==> config.mk <==
export PLATFORM = sky130hd
export DESIGN_NAME = spm_guard
export DESIGN_NICKNAME = d
export VERILOG_FILES = /design/src/rtl/spm_guard_pkg.sv /design/src/rtl/spm_region_decode.sv /design/src/rtl/spm_lock_select.sv /design/src/rtl/spm_guard.sv
export SDC_FILE = /design/constraint.sdc
export NUM_CORES = 1
export LEC_CHECK = 0
export CORE_AREA = 2 2 39 41
export DETAILED_ROUTE_END_ITERATION = 12
export DIE_AREA = 0 0 41 43
export GPL_TIMING_DRIVEN = 1
export HOLD_SLACK_MARGIN = 0.12
export PLACE_DENSITY_LB_ADDON = 0.15
export SLEW_MARGIN = 20
export SYNTH_ARGS = -nofsm -noshare
export SYNTH_HDL_FRONTEND = slang
export SYNTH_SLANG_ARGS = --single-unit
==> constraint.sdc <==
create_clock -name clk -period 1.2 [get_ports clk]
set_input_delay 0.12 -clock clk [delete_from_list [all_inputs] [get_ports clk]]
set_output_delay 0.12 -clock clk [all_outputs]
set_load 0.01 [all_outputs]
==> src/rtl/spm_guard_pkg.sv <==
package spm_guard_pkg;

    typedef enum logic [1:0] {
        RGN_APP   = 2'd0,
        RGN_TABLE = 2'd1,
        RGN_BOOT  = 2'd2
    } region_e;

    typedef enum logic [1:0] {
        LK_FULL    = 2'b00,
        LK_RSVD    = 2'b01,
        LK_NOWRITE = 2'b10,
        LK_OPEN    = 2'b11
    } lock_e;

    typedef struct packed {
        logic grant;
        logic blocked;
    } verdict_t;

    // Lock policy: open allows all, no-write allows reads, the rest deny.
    function automatic logic lock_permits(input lock_e lk, input logic is_write);
        case (lk)
            LK_OPEN:    return 1'b1;
            LK_NOWRITE: return !is_write;
            default:    return 1'b0;
        endcase
    endfunction

endpackage

==> src/rtl/spm_region_decode.sv <==
module spm_region_decode
    import spm_guard_pkg::*;
#(
    parameter int ADDR_W = 16,
    parameter logic [ADDR_W-1:0] TABLE_START = 16'hD000,
    parameter logic [ADDR_W-1:0] BOOT_START  = 16'hE000
) (
    input  logic [ADDR_W-1:0] addr,
    output region_e           region
);

    always_comb begin
        if (addr >= BOOT_START)
            region = RGN_BOOT;
        else if (addr >= TABLE_START)
            region = RGN_TABLE;
        else
            region = RGN_APP;
    end

endmodule

==> src/rtl/spm_lock_select.sv <==
module spm_lock_select
    import spm_guard_pkg::*;
(
    input  region_e    src_region,
    input  region_e    dst_region,
    input  logic       is_write,
    input  logic [1:0] lock_app,
    input  logic [1:0] lock_table,
    input  logic [1:0] lock_boot,
    output logic       allow
);

    lock_e dst_lock;

    always_comb begin
        case (dst_region)
            RGN_BOOT:  dst_lock = lock_e'(lock_boot);
            RGN_TABLE: dst_lock = lock_e'(lock_table);
            default:   dst_lock = lock_e'(lock_app);
        endcase
    end

    // Only boot-resident code may self-program; then the target lock rules.
    assign allow = (src_region == RGN_BOOT) && lock_permits(dst_lock, is_write);

endmodule

==> src/rtl/spm_guard.sv <==
module spm_guard
    import spm_guard_pkg::*;
#(
    parameter int ADDR_W = 16,
    parameter logic [ADDR_W-1:0] TABLE_START = 16'hD000,
    parameter logic [ADDR_W-1:0] BOOT_START  = 16'hE000
) (
    input  logic              clk,
    input  logic              rst,
    input  logic              req_valid,
    input  logic [ADDR_W-1:0] req_pc,
    input  logic [ADDR_W-1:0] req_addr,
    input  logic              req_write,
    input  logic [1:0]        lock_app,
    input  logic [1:0]        lock_table,
    input  logic [1:0]        lock_boot,
    input  logic              viol_clr,
    output logic              grant,
    output logic              blocked,
    output logic              violation
);

    localparam int N_ADDR = 2;   // index 0: issuing address, 1: target

    logic [ADDR_W-1:0] addr_vec [N_ADDR];
    region_e           rgn_vec  [N_ADDR];
    logic              allow;
    verdict_t          verdict_d, verdict_q;
    logic              refuse_now;

    assign addr_vec[0] = req_pc;
    assign addr_vec[1] = req_addr;

    for (genvar i = 0; i < N_ADDR; i++) begin : g_dec
        spm_region_decode #(
            .ADDR_W      (ADDR_W),
            .TABLE_START (TABLE_START),
            .BOOT_START  (BOOT_START)
        ) u_dec (
            .addr   (addr_vec[i]),
            .region (rgn_vec[i])
        );
    end

    spm_lock_select u_lock (
        .src_region (rgn_vec[0]),
        .dst_region (rgn_vec[1]),
        .is_write   (req_write),
        .lock_app   (lock_app),
        .lock_table (lock_table),
        .lock_boot  (lock_boot),
        .allow      (allow)
    );

    assign refuse_now        = req_valid && !allow;
    assign verdict_d.grant   = req_valid && allow;
    assign verdict_d.blocked = refuse_now;

    always_ff @(posedge clk) begin
        if (rst) begin
            verdict_q <= '0;
            violation <= 1'b0;
        end else begin
            verdict_q <= verdict_d;
            violation <= (violation && !viol_clr) || refuse_now;
        end
    end

    assign grant   = verdict_q.grant;
    assign blocked = verdict_q.blocked;


    mutex_chk: assert property (@(posedge clk) disable iff (rst)
        !(grant && blocked));


    idle_chk: assert property (@(posedge clk) disable iff (rst)
        !req_valid |=> !grant && !blocked);


    boot_only_chk: assert property (@(posedge clk) disable iff (rst)
        req_valid && (req_pc < BOOT_START) |=> blocked);


    write_lock_chk: assert property (@(posedge clk) disable iff (rst)
        req_valid && req_write && lock_app != 2'b11 && lock_table != 2'b11
            && lock_boot != 2'b11 |=> blocked);


    sticky_chk: assert property (@(posedge clk) disable iff (rst)
        violation && !viol_clr |=> violation);


    rise_chk: assert property (@(posedge clk) disable iff (rst)
        blocked |-> violation);

endmodule

==> run_results.csv <==
group,metric,value,unit
power,p_sw,85.5,uW
timing,min_period_over_period,94.9,%
die,core,1380,um^2
worst_setup_path,path_max_fanout,3,
worst_setup_path,critPathRequiredTime,1.30,ns
worst_hold_path,hold_depth,5,
synth,syn_area_per_cell,9.61,um^2
die,rows,14,
die,ios,46,
cells_and_area,final_cell_mix,"clkdlybuf4s50_1 (12), dfxtp_1 (3), clkbuf_4 (3), dlygate4sd2_1 (3), dlymetal6s2s_1 (3)",
synth,ys_types,16,
worst_setup_path,cp-start-kind,"primary input",
synth,synthCells,19,
global_route,antenna_found_initial,0,
clock_network,cts_buffer_depth,2,
timing,finalMaxSlewViolations,0,
worst_setup_path,worstRegToRegCells,2,
clock_network,cts_max_level,1,
routing,dr.pass1.iters,2,
power,p_clk_share,45.6,%
synth,ys_ff_latch,3,
worst_setup_path,worstPathArrival,1.23,ns
timing,fin_hold_ws,0.472,ns
placed_design,place.gp.congestion,0.597,
global_route,gr-total-overflow,0,
die,start_util,13.2,%
run,drv_cap,0,
global_route,grt_pass1_wl,897,um
placed_design,port_buffers,20,
routing,drtAntennaViolNets,0,
power,max-vdd-ir-drop,0.213,mV
timing,finalHoldViolations,0,
clock_network,numCtsBuffers,3,
timing,fmax,878,MHz
timing,slew_headroom,81.4,%
synth,seq_area_frac_synth,32.9,%
global_route,grt_usage,7.91,%
cells_and_area,final_common_cell,"clkdlybuf4s50_1",
clock_network,cts_tree,"built",
power,seqPwrFrac,27.9,%
routing,viasPerCell,4.08,
cells_and_area,fin_cells,61,
timing,setup_viol,0,
synth,synth_nets,62,
routing,wire_per_inst,9.98,um
power,p_int,298,uW
worst_setup_path,path_class,"primary input to register",
routing,vias,249,
global_route,grt_pass1_vias,263,
die,dieArea,1760,um^2
timing,timing.final.ws_setup,0.0610,ns
placed_design,dp_cells,56,
timing,min_period,1.14,ns
run_status,status,"finished clean",
placed_design,dp_slack,-0.379,ns
routing,drt_wl_total,609,um
worst_setup_path,crit_path_end_kind,"register",
timing,rsz0062_at_grt,"no",
clock_network,cts-root-buf,"clkbuf_4",
clock_network,path_clk_slew,0.04,ns
clock_network,cts.sinks,3,
power,comb_power_share,26.5,%
cells_and_area,final_nets,89,
power,swShare,22.3,%
timing,skew,0,ns
cells_and_area,n_antenna_cell,0,
cells_and_area,final_layout_size_suffix_gt1_share,26.7,%
die,die_y,43,um
synth,syn_area,183,um^2
cells_and_area,nFillCells,156,
timing,tightest_slew,0.279,ns
global_route,grt_max_degree,6,
power,power.density,822,nW/um^2
worst_hold_path,hold_class,"primary input to register",
routing,drtIter0Drc,2,
clock_network,clkLatencyLatePin,0.23,ns
synth,ys.warnings.count,0,
die,die_w,41,um
routing,drc,0,
cells_and_area,syn_to_final_growth,155,%
power,p_leak,0.000231,uW
==> final cells by class <==
type                    instances  area [um^2]  area share (%)
well taps                      16         20.0            4.29
repair buffers                 22          209            44.8
clock buffers                   4         26.3            5.63
inverters                       1         3.75           0.804
flip-flops and latches          3         60.1            12.9
multi-input cells              15          148            31.6
==> cell families (layout without fill, tap and decap cells) <==
kind of cell / Yosys count / count (layout) / share of synthesized area (%)
AOI/OAI and AO/OA: 6 / 6 / 30.1
buffers and inverters: 1 / 27 / 2.05
DFF: 3 / 3 / 32.9
and+or+nand+nor: 9 / 9 / 34.9
==> worst max-delay path: stages <==
cell	delay (ns)
clkdlybuf4s50_1	0.45
nand3b_1	0.07
a21o_1	0.19
a311oi_4	0.26
o32ai_2	0.13
==> through the flow <==
stage	power, uW	instance area (um^2)	utilization [%]	TNS, ns
finish	384	467	33.7	0
global route	406	467	33.7	0
CTS	398	467	33.7	0
detailed placement	208	410	29.7	-1.03
global placement	206	410	29.7	-0.978
floorplan	132	183	-	0
==> metal layers <==
layer  up-vias  part of all wire, %  global-route usage [%]
li1        123                    -                       -
met1       105                   30                    6.05
met3         0                   18                    1.57
met5         -                    0                       0
met2        21                   52                    15.0
met4         0                    0                    6.00
==> power by group through the flow <==
stage,logic (uW),clock network [uW],registers [uW]
6_report,102,175,107
5_1_grt,110,189,107
4_1_cts,105,185,107
3_5_place_dp,99.1,0,109
3_3_place_gp,97.8,0,108
2_1_floorplan,21.1,0,111
==> flip-flops by register name, indices dropped and copies added, names as in the netlist <==
signal / cells
violation: 1
grant: 1
blocked: 1
==> path summary, 6_finish.rpt <==
check	slack, ns	startpoint	endpoint
worst max-delay path	0.06	lock_table[0]	violation$_SDFF_PP0_
worst min-delay path	0.47	req_addr[13]	blocked$_SDFF_PP0_
worst max register to register	0.50	violation$_SDFF_PP0_	violation$_SDFF_PP0_
worst min register to register	0.50	violation$_SDFF_PP0_	violation$_SDFF_PP0_
==> cells in the mapped netlist <==
cell | number | area, um^2
a21o_1 | 1 | 7.51
a21oi_1 | 1 | 5.00
a311oi_2 | 1 | 15.0
and3b_1 | 1 | 8.76
dfxtp_1 | 3 | 60.1
inv_1 | 1 | 3.75
nand2_1 | 2 | 7.51
nand2b_1 | 1 | 6.26
nand2b_4 | 1 | 13.8
nand3b_1 | 1 | 7.51
nor2_1 | 1 | 3.75
o2111ai_1 | 1 | 8.76
o211a_1 | 1 | 10.0
o32ai_1 | 1 | 8.76
or2b_1 | 1 | 7.51
or3b_1 | 1 | 8.76
==> timing repair <==
action                                  4_1_cts  5_1_grt
pin swaps                                     4        7
endpoints found under the setup margin        4        5
hold buffers                                  0        0
cloned                                        0        0
endpoints found under the hold margin         0        0
setup buffers                                 1        0
resized for setup                             9        7
(Power assumes the default switching activity.)
